$ cat config.mk
export PLATFORM = sky130hd
export DESIGN_NAME = pio_mux_port
export DESIGN_NICKNAME = d
export VERILOG_FILES = /design/src/rtl/pio_pkg.sv /design/src/rtl/pio_sync.sv /design/src/rtl/pio_regs.sv /design/src/rtl/pio_pin_mux.sv /design/src/rtl/pio_mux_port.sv
export SDC_FILE = /design/constraint.sdc
export NUM_CORES = 1
export LEC_CHECK = 0
export BUFFER_PORTS_ARGS = -buffer_cell sky130_fd_sc_hd__buf_2
export CAP_MARGIN = 20
export CORE_MARGIN = 1.5
export CORE_UTILIZATION = 48
export CTS_CLUSTER_DIAMETER = 60
export DETAILED_ROUTE_END_ITERATION = 8
export GPL_ROUTABILITY_DRIVEN = 0
export GPL_TIMING_DRIVEN = 1
export PLACE_DENSITY_LB_ADDON = 0.15
export RECOVER_POWER = 50
export SLEW_MARGIN = 10
export SYNTH_ARGS = -nofsm -noshare
export SYNTH_HDL_FRONTEND = slang
export SYNTH_SLANG_ARGS = --single-unit
export TNS_END_PERCENT = 50
$ cat constraint.sdc
create_clock -name clk -period 1.2 [get_ports clk]
set_input_delay 0.12 -clock clk [delete_from_list [all_inputs] [get_ports clk]]
set_output_delay 0.12 -clock clk [all_outputs]
set_load 0.01 [all_outputs]
$ cat src/rtl/pio_pkg.sv
package pio_pkg;
   localparam int MAX_PINS = 32;
   localparam int ADDR_W   = 3;

   typedef enum logic [ADDR_W-1:0] {
      REG_ASSIGN = 3'd0,
      REG_OPTION = 3'd1,
      REG_DIR    = 3'd2,
      REG_ODRN   = 3'd3,
      REG_DATA   = 3'd4
   } pio_reg_e;
endpackage

$ cat src/rtl/pio_sync.sv
module pio_sync #(
   parameter int W = 8
) (
   input  logic         clk,
   input  logic         rst_n,
   input  logic [W-1:0] d,
   output logic [W-1:0] q
);
   logic [W-1:0] stage1;
   logic [W-1:0] stage2;
   logic [1:0]   warm;

   always_ff @(posedge clk or negedge rst_n) begin
      if (!rst_n) begin
         stage1 <= '0;
         stage2 <= '0;
      end else begin
         stage1 <= d;
         stage2 <= stage1;
      end
   end

   assign q = stage2;

   always_ff @(posedge clk or negedge rst_n) begin
      if (!rst_n)          warm <= 2'd0;
      else if (warm != 2'd2) warm <= warm + 2'd1;
   end

   a_r4_sync_latency: assert property (@(posedge clk) disable iff (!rst_n)
      (warm == 2'd2) |-> (q == $past(d, 2)));
endmodule

$ cat src/rtl/pio_regs.sv
module pio_regs
   import pio_pkg::*;
#(
   parameter int NPINS = 8
) (
   input  logic                 clk,
   input  logic                 rst_n,
   input  logic                 we,
   input  logic [ADDR_W-1:0]    addr,
   input  logic [MAX_PINS-1:0]  wdata,
   output logic [MAX_PINS-1:0]  rdata,
   input  logic [NPINS-1:0]     pad_sync,
   output logic [NPINS-1:0]     assign_q,
   output logic [NPINS-1:0]     option_q,
   output logic [NPINS-1:0]     dir_q,
   output logic [NPINS-1:0]     odrn_q,
   output logic [NPINS-1:0]     data_q
);
   logic [NPINS-1:0] wbits;
   logic [NPINS-1:0] rbits;
   logic             rhit;
   logic             unused_wdata;

   assign wbits        = wdata[NPINS-1:0];
   assign unused_wdata = ^wdata;

   always_ff @(posedge clk or negedge rst_n) begin
      if (!rst_n) begin
         assign_q <= '0;
         option_q <= '0;
         dir_q    <= '0;
         odrn_q   <= '0;
         data_q   <= '0;
      end else if (we) begin
         case (addr)
            REG_ASSIGN: assign_q <= wbits;
            REG_OPTION: option_q <= wbits;
            REG_DIR:    dir_q    <= wbits;
            REG_ODRN:   odrn_q   <= wbits;
            REG_DATA:   data_q   <= wbits;
            default: ;
         endcase
      end
   end

   always_comb begin
      rhit  = 1'b1;
      rbits = '0;
      case (addr)
         REG_ASSIGN: rbits = assign_q;
         REG_OPTION: rbits = option_q;
         REG_DIR:    rbits = dir_q;
         REG_ODRN:   rbits = odrn_q;
         REG_DATA:   rbits = (dir_q & data_q) | (~dir_q & pad_sync);
         default:    rhit  = 1'b0;
      endcase
      rdata = '0;
      if (rhit) rdata[NPINS-1:0] = rbits;
   end

   a_r2_dir_write_lands: assert property (@(posedge clk) disable iff (!rst_n)
      (we && addr == REG_DIR) |=> (dir_q == $past(wdata[NPINS-1:0])));
   a_r2_assign_hold: assert property (@(posedge clk) disable iff (!rst_n)
      !(we && addr == REG_ASSIGN) |=> $stable(assign_q));
endmodule

$ cat src/rtl/pio_pin_mux.sv
module pio_pin_mux #(
   parameter int               NPINS   = 8,
   parameter logic [NPINS-1:0] DEF_LVL = '0,
   parameter logic [NPINS-1:0] PAD_OPT = '0
) (
   input  logic             clk,
   input  logic             rst_n,
   input  logic [NPINS-1:0] assign_q,
   input  logic [NPINS-1:0] option_q,
   input  logic [NPINS-1:0] dir_q,
   input  logic [NPINS-1:0] odrn_q,
   input  logic [NPINS-1:0] data_q,
   input  logic [NPINS-1:0] pad_sync,
   input  logic [NPINS-1:0] fn1_dout,
   input  logic [NPINS-1:0] fn1_oe,
   input  logic [NPINS-1:0] fn2_dout,
   input  logic [NPINS-1:0] fn2_oe,
   output logic [NPINS-1:0] pad_out,
   output logic [NPINS-1:0] pad_oe,
   output logic [NPINS-1:0] periph_din
);
   for (genvar i = 0; i < NPINS; i++) begin : g_pin
      logic val;
      logic want_drive;
      logic route_pad;

      always_comb begin
         if (assign_q[i]) begin
            val        = option_q[i] ? fn2_dout[i] : fn1_dout[i];
            want_drive = dir_q[i] | (option_q[i] ? fn2_oe[i] : fn1_oe[i]);
         end else begin
            val        = data_q[i];
            want_drive = dir_q[i];
         end
      end

      assign route_pad = assign_q[i] & (dir_q[i] | (option_q[i] == PAD_OPT[i]));

      assign pad_out[i]    = odrn_q[i] ? 1'b0 : val;
      assign pad_oe[i]     = want_drive & ~(odrn_q[i] & val);
      assign periph_din[i] = route_pad ? pad_sync[i] : DEF_LVL[i];

      a_r5_od_low_only: assert property (@(posedge clk) disable iff (!rst_n)
         (odrn_q[i] && pad_oe[i]) |-> !pad_out[i]);
      a_r10_gpio_in_quiet: assert property (@(posedge clk) disable iff (!rst_n)
         (!assign_q[i] && !dir_q[i]) |-> !pad_oe[i]);
      a_r3_gpio_out_drive: assert property (@(posedge clk) disable iff (!rst_n)
         (!assign_q[i] && dir_q[i] && !odrn_q[i]) |-> (pad_oe[i] && pad_out[i] == data_q[i]));
      a_r9_default_inject: assert property (@(posedge clk) disable iff (!rst_n)
         (!assign_q[i] || (!dir_q[i] && option_q[i] != PAD_OPT[i])) |-> (periph_din[i] == DEF_LVL[i]));
   end
endmodule

$ cat src/rtl/pio_mux_port.sv
module pio_mux_port
   import pio_pkg::*;
#(
   parameter int          NPINS   = 8,
   parameter logic [31:0] DEF_LVL = 32'h0000_00A5,
   parameter logic [31:0] PAD_OPT = 32'h0000_000F
) (
   input  logic             clk,
   input  logic             rst_n,
   input  logic             reg_we,
   input  logic [2:0]       reg_addr,
   input  logic [31:0]      reg_wdata,
   output logic [31:0]      reg_rdata,
   input  logic [NPINS-1:0] pad_in,
   output logic [NPINS-1:0] pad_out,
   output logic [NPINS-1:0] pad_oe,
   input  logic [NPINS-1:0] fn1_dout,
   input  logic [NPINS-1:0] fn1_oe,
   input  logic [NPINS-1:0] fn2_dout,
   input  logic [NPINS-1:0] fn2_oe,
   output logic [NPINS-1:0] periph_din
);
   localparam logic [NPINS-1:0] DEF_V = DEF_LVL[NPINS-1:0];
   localparam logic [NPINS-1:0] OPT_V = PAD_OPT[NPINS-1:0];

   if (NPINS < 1 || NPINS > MAX_PINS) begin : g_bad_width
      $error("pio_mux_port: NPINS out of range");
   end

   logic [NPINS-1:0] pad_sync;
   logic [NPINS-1:0] assign_q, option_q, dir_q, odrn_q, data_q;

   pio_sync #(.W(NPINS)) u_sync (
      .clk(clk), .rst_n(rst_n), .d(pad_in), .q(pad_sync)
   );

   pio_regs #(.NPINS(NPINS)) u_regs (
      .clk(clk), .rst_n(rst_n), .we(reg_we), .addr(reg_addr),
      .wdata(reg_wdata), .rdata(reg_rdata), .pad_sync(pad_sync),
      .assign_q(assign_q), .option_q(option_q), .dir_q(dir_q),
      .odrn_q(odrn_q), .data_q(data_q)
   );

   pio_pin_mux #(.NPINS(NPINS), .DEF_LVL(DEF_V), .PAD_OPT(OPT_V)) u_mux (
      .clk(clk), .rst_n(rst_n),
      .assign_q(assign_q), .option_q(option_q), .dir_q(dir_q),
      .odrn_q(odrn_q), .data_q(data_q), .pad_sync(pad_sync),
      .fn1_dout(fn1_dout), .fn1_oe(fn1_oe), .fn2_dout(fn2_dout), .fn2_oe(fn2_oe),
      .pad_out(pad_out), .pad_oe(pad_oe), .periph_din(periph_din)
   );

   always_comb begin
      if (!rst_n) begin
         a_r1_reset_quiet: assert (pad_oe == '0);
      end
   end
endmodule

After elaboration in Yosys (flattened, before gate mapping)
Index checks and enable logic that the tools add are counted.
- input bits: 78
- register bits: 56
- output and inout bits: 56
- word-level logic and storage cells: 125
- reductions and logical operators: 7
- mux-type cells: 51
- bitwise logic cells: 56
- eq/ne operators: 4
- operators by type and width (operator ; number):
    1-bit two-way mux ; 49
    8-bit case mux with 5 select lines ; 1
    1-bit AND ; 24
    8-bit AND ; 2
    1-bit bitwise OR ; 16
    1-bit NOT ; 12
    2-bit AND reduction ; 5
    8-bit two-way mux ; 1
    8-bit NOT ; 1
    8-bit bitwise OR ; 1
    3-bit by 2-bit == test with 1-bit output (second input constant) ; 2
    5-bit OR reduction ; 1
    3-bit by 1-bit == test with 1-bit output (second input constant) ; 1
    3-bit == test (second input constant) ; 1
    3-bit logical NOT ; 1

Logic depth before layout (Yosys ltp)
- depth in word-level cells: 5
- gate-level depth with buffers: 5
- mapped depth without buffers: 3

Hierarchy
Synthesis repeated with hierarchy kept, for this count alone.
- cell total of the unflattened synthesis: 260
- area, all modules: 3035.4 µm²
- by module, submodules not included (module ; instances ; seq. area each (µm²) ; cells each ; area each (µm²)):
    pio_regs ; 1 ; 1001.0 ; 172 ; 2149.6
    pio_pin_mux ; 1 ; 0.0 ; 72 ; 485.5
    pio_sync ; 1 ; 400.4 ; 16 ; 400.4

Worst setup path before layout
OpenSTA, ideal clock, no wires.
- kind: input port to output port
- start point: input reg_addr[0]
- end point: output reg_rdata[7]
- buffers on the path: 2
- stages on the path: 5
- data arrival time: 1.071 ns
- slack: 0.009 ns
- cell sequence: buf_6 buf_6 nor2_1 a22oi_1 o221ai_1
- word-level cells in the longest chain between the ends: 4
- elaborated cells between the ends (all ways): 9
- those cells by class: 4 x eq/ne; 3 x mux; 2 x reduce/logical
- ends and longest elaborated chain (item ; line ; text):
    start, declared ; pio_mux_port.sv:11 ; input logic [2:0] reg_addr,
    3-bit by 1-bit == test with 1-bit output (tied with other cells) ; pio_regs.sv:49 ; case (addr)
    5-bit OR reduction (no source line) ; -- ;
    1-bit two-way mux ; pio_regs.sv:49 ;
    8-bit two-way mux * ; pio_regs.sv:58 ; if (rhit) rdata[NPINS-1:0] = rbits;
    end, declared ; pio_mux_port.sv:13 ; output logic [31:0] reg_rdata,
Mark *: on every way between the ends. The rest lies on a longest branch, timed or not.

Worst setup path in the final report
- start point: register u_regs.option_q[6]
- end point: output reg_rdata[6]
- word-level cells in the longest chain between the ends: 2
- ends and longest elaborated chain (item ; line ; text):
    start, declared ; pio_regs.sv:14 ; output logic [NPINS-1:0] option_q,
    start signal, assigned ; pio_regs.sv:37 ; REG_OPTION: option_q <= wbits;
    8-bit case mux with 5 select lines ; pio_regs.sv:49 ;
    8-bit two-way mux ; pio_regs.sv:58 ;
Every way passes these cells.

==> flow_metrics.py <==
metrics = {
    "status": {
        "status": "complete, but fails checks",
        "violations": "negative setup slack",
    },
    "synthesis": {
        "synth_cells": 255,
        "ys_types": 27,
        "synth.avg_cell_area_um2": 11.9,
        "ys_seq_area_share_pct": 46.1,
        "ys_ff_latch": 56,
        "ys_warn_count": 0,
        "synth_area_um2": 3040,
    },
    "detailed_routing": {
        "vias": 2481,
        "drc_errors": 0,
        "wl_per_cell_um": 14.7,
        "wl_um": 7080,
        "vias_per_cell": 5.17,
        "ant_nets": 0,
        "initialDrtViolationCount": 76,
        "first_pass_iters": 4,
    },
    "timing": {
        "fmaxAchievable_mhz": 635,
        "skew_ns": 0.00820,
        "final.setup.worst_slack_ns": -0.375,
        "setup_viol": 32,
        "slew_viol_final": 0,
        "min_period_over_period_pct": 131,
        "slew_headroom_pct": 49.5,
        "rsz0062_at_grt": "yes",
        "worstMarginPinSlew_ns": 0.757,
        "period_minus_slack_ns": 1.57,
        "hold_viol_final": 0,
    },
    "global_routing": {
        "grt_pass1_wl_um": 11100,
        "antenna_found_initial": 0,
        "track_usage_pct": 21.8,
        "grt_overflow": 0,
        "grt_pass1_vias": 2379,
        "grt_max_degree": 57,
    },
    "clocking": {
        "clkLatencyLatePin_ns": 0.31,
        "clk_pin_slew_ns": 0.10,
        "htreeDepth": 2,
        "cts_tree": "built",
        "cts_sinks": 56,
        "numCtsBuffers": 5,
        "clockBufferDepth": 2,
        "cts-root-buf": "clkbuf_8",
    },
    "power_and_ir_drop": {
        "power_leakage_nw": 2.02,
        "combPwrFrac_pct": 35.8,
        "vdd_ir_drop_max_mv": 0.843,
        "power.share.switching_pct": 32.4,
        "p_int_mw": 3.89,
        "pwr-share-clk_pct": 18.8,
        "p_switching_mw": 1.86,
        "power_density_nw_per_um2": 1370,
        "sequentialPowerShare_pct": 45.4,
    },
    "placement": {
        "dp_slack_ns": -0.337,
        "hpwl_um": 5170,
        "dpl_cell_area_um2": 3850,
        "port_buffers": 85,
    },
    "die": {
        "die_w_um": 82.6,
        "rows": 28,
        "die-area_um2": 6820,
        "start_util_pct": 50.5,
        "die_h_um": 82.6,
        "coreArea_um2": 6030,
        "ioPinCount": 134,
    },
    "critical_path": {
        "cp_cell_sequence": "mux4_2 > inv_1 > o21ai_1 > buf_2",
        "arrival_ns": 1.45,
        "required_ns": 1.08,
        "cp_slowest_cell": "dfrtp_2",
        "cp-start-kind": "flip-flop",
        "crit_path_end_kind": "primary output",
        "path_class": "reg2out",
        "crit_fanout": 5,
        "critPathMaxStageDelay_ns": 0.45,
    },
    "job": {
        "max_cap_viol_count": 0,
    },
    "min_path": {
        "worstHoldPathType": "in2reg",
    },
    "final_layout": {
        "layout_commonest_cell": "buf_2",
        "final_area_um2": 4200,
        "drive_gt1_share_pct": 60.5,
        "nets": 482,
        "final_cell_mix": "buf_2, buf_4, dfrtp_1, mux2_2, conb_1",
        "antenna_cells": 0,
        "syn_to_final_growth_pct": 38.2,
    },
}
[power by group through the flow]
stage | clock network, mW | registers [mW] | logic (mW)
after floorplan | 0 | 2.52 | 1.11
after global placement | 0 | 2.58 | 1.82
after detailed placement | 0 | 2.59 | 1.85
after CTS | 1.11 | 2.59 | 1.98
after global routing | 1.18 | 2.67 | 2.27
final | 1.08 | 2.62 | 2.06
[synth_stat cells, drive strengths merged]
master / n / share of area (%)
a211o: 1 / 0.29
o211a: 2 / 0.66
nor3: 2 / 1.1
o211ai: 8 / 2.0
mux4: 1 / 0.74
o21ai: 1 / 0.16
nor2: 9 / 1.1
mux2i: 8 / 2.6
nand3: 7 / 1.2
nand2b: 2 / 0.66
mux2: 56 / 21
dfrtp: 56 / 46
nand2: 4 / 0.49
inv: 7 / 0.86
nor3b: 4 / 2.3
nor2b: 14 / 2.9
a21oi: 27 / 4.4
a22oi: 13 / 3.2
o221ai: 1 / 0.29
nand4b: 1 / 0.49
conb: 1 / 0.12
buf: 29 / 7.4
nand3b: 1 / 0.25
[state kept, by name, indices dropped and copies added, names as in the netlist]
name,count
u_regs.assign_q,8
u_regs.data_q,8
u_regs.odrn_q,8
u_sync.q,8
u_sync.stage1,8
u_regs.dir_q,8
u_regs.option_q,8
[timing repair]
action	in CTS	in global routing
endpoints found under the setup margin	32	32
setup buffers	1	1
resized for setup	27	22
pin swaps	17	8
hold buffers	9	0
hold endpoints to repair	64	0
[routing by layer]
metal	track usage [%]	routed length, um
met1	27.9	3060
met2	38.2	3560
met3	2.97	377
met4	6.50	81
met5	0	0
[worst max-delay path, delay by kind of cell (launching register included)]
kind / cells / cell delay (ns)
AOI/OAI and AO/OA: 1 / 0.05
DFF: 1 / 0.45
buffers and inverters: 2 / 0.19
muxes: 1 / 0.45
[cell families after synthesis]
logic type | count (synthesis) | share of synthesized area, %
AO/OA/AOI/OAI | 53 | 11.0
buffers and inverters | 36 | 8.31
flip-flops | 56 | 46.1
multiplexers | 65 | 24.1
other | 1 | 0.123
AND/OR/NAND/NOR | 44 | 10.4
[per-stage QoR]
stage / power (mW) / std cells / utilization [%] / setup TNS (ns) / hold WS [ns]
CTS: 5.69 / 479 / 68.7 / -8.71 / 0.0890
global placement: 4.40 / 461 / 63.9 / -6.09 / 0.141
global route: 6.12 / 480 / 69.8 / -10.93 / 0.0948
finish: 5.76 / 480 / 69.8 / -8.13 / 0.0991
detailed placement: 4.44 / 461 / 63.9 / -6.77 / 0.148
floorplan: 3.64 / 278 / - / 0 / -0.176
[final timing paths]
kind                       cells past startpoint                      startpoint                             end  slack [ns]
max reg2reg                                    3  u_regs.option_q[3]$_DFFE_PN0P_  u_regs.option_q[3]$_DFFE_PN0P_        0.14
min in group asynchronous                      3                           rst_n           u_sync.q[5]$_DFF_PN0_        0.50
min                                            2                    reg_wdata[7]  u_regs.assign_q[7]$_DFFE_PN0P_         0.1
max                                            4  u_regs.option_q[6]$_DFFE_PN0P_                    reg_rdata[6]       -0.37
min reg2reg                                    0      u_sync.stage1[0]$_DFF_PN0_           u_sync.q[0]$_DFF_PN0_        0.36
max in group asynchronous                      3                           rst_n  u_regs.option_q[4]$_DFFE_PN0P_        0.14
[area by class of cell]
type / instances / area [um^2]
clock buffer: 6 / 82.6
clock inverter: 2 / 15.0
sequential: 56 / 1410
fill: 479 / 1820
timing repair buffer: 148 / 961
multi-input combinational: 186 / 1610
inverter: 7 / 26.3
tap: 75 / 93.8
Power figures use the tool's default switching activity.
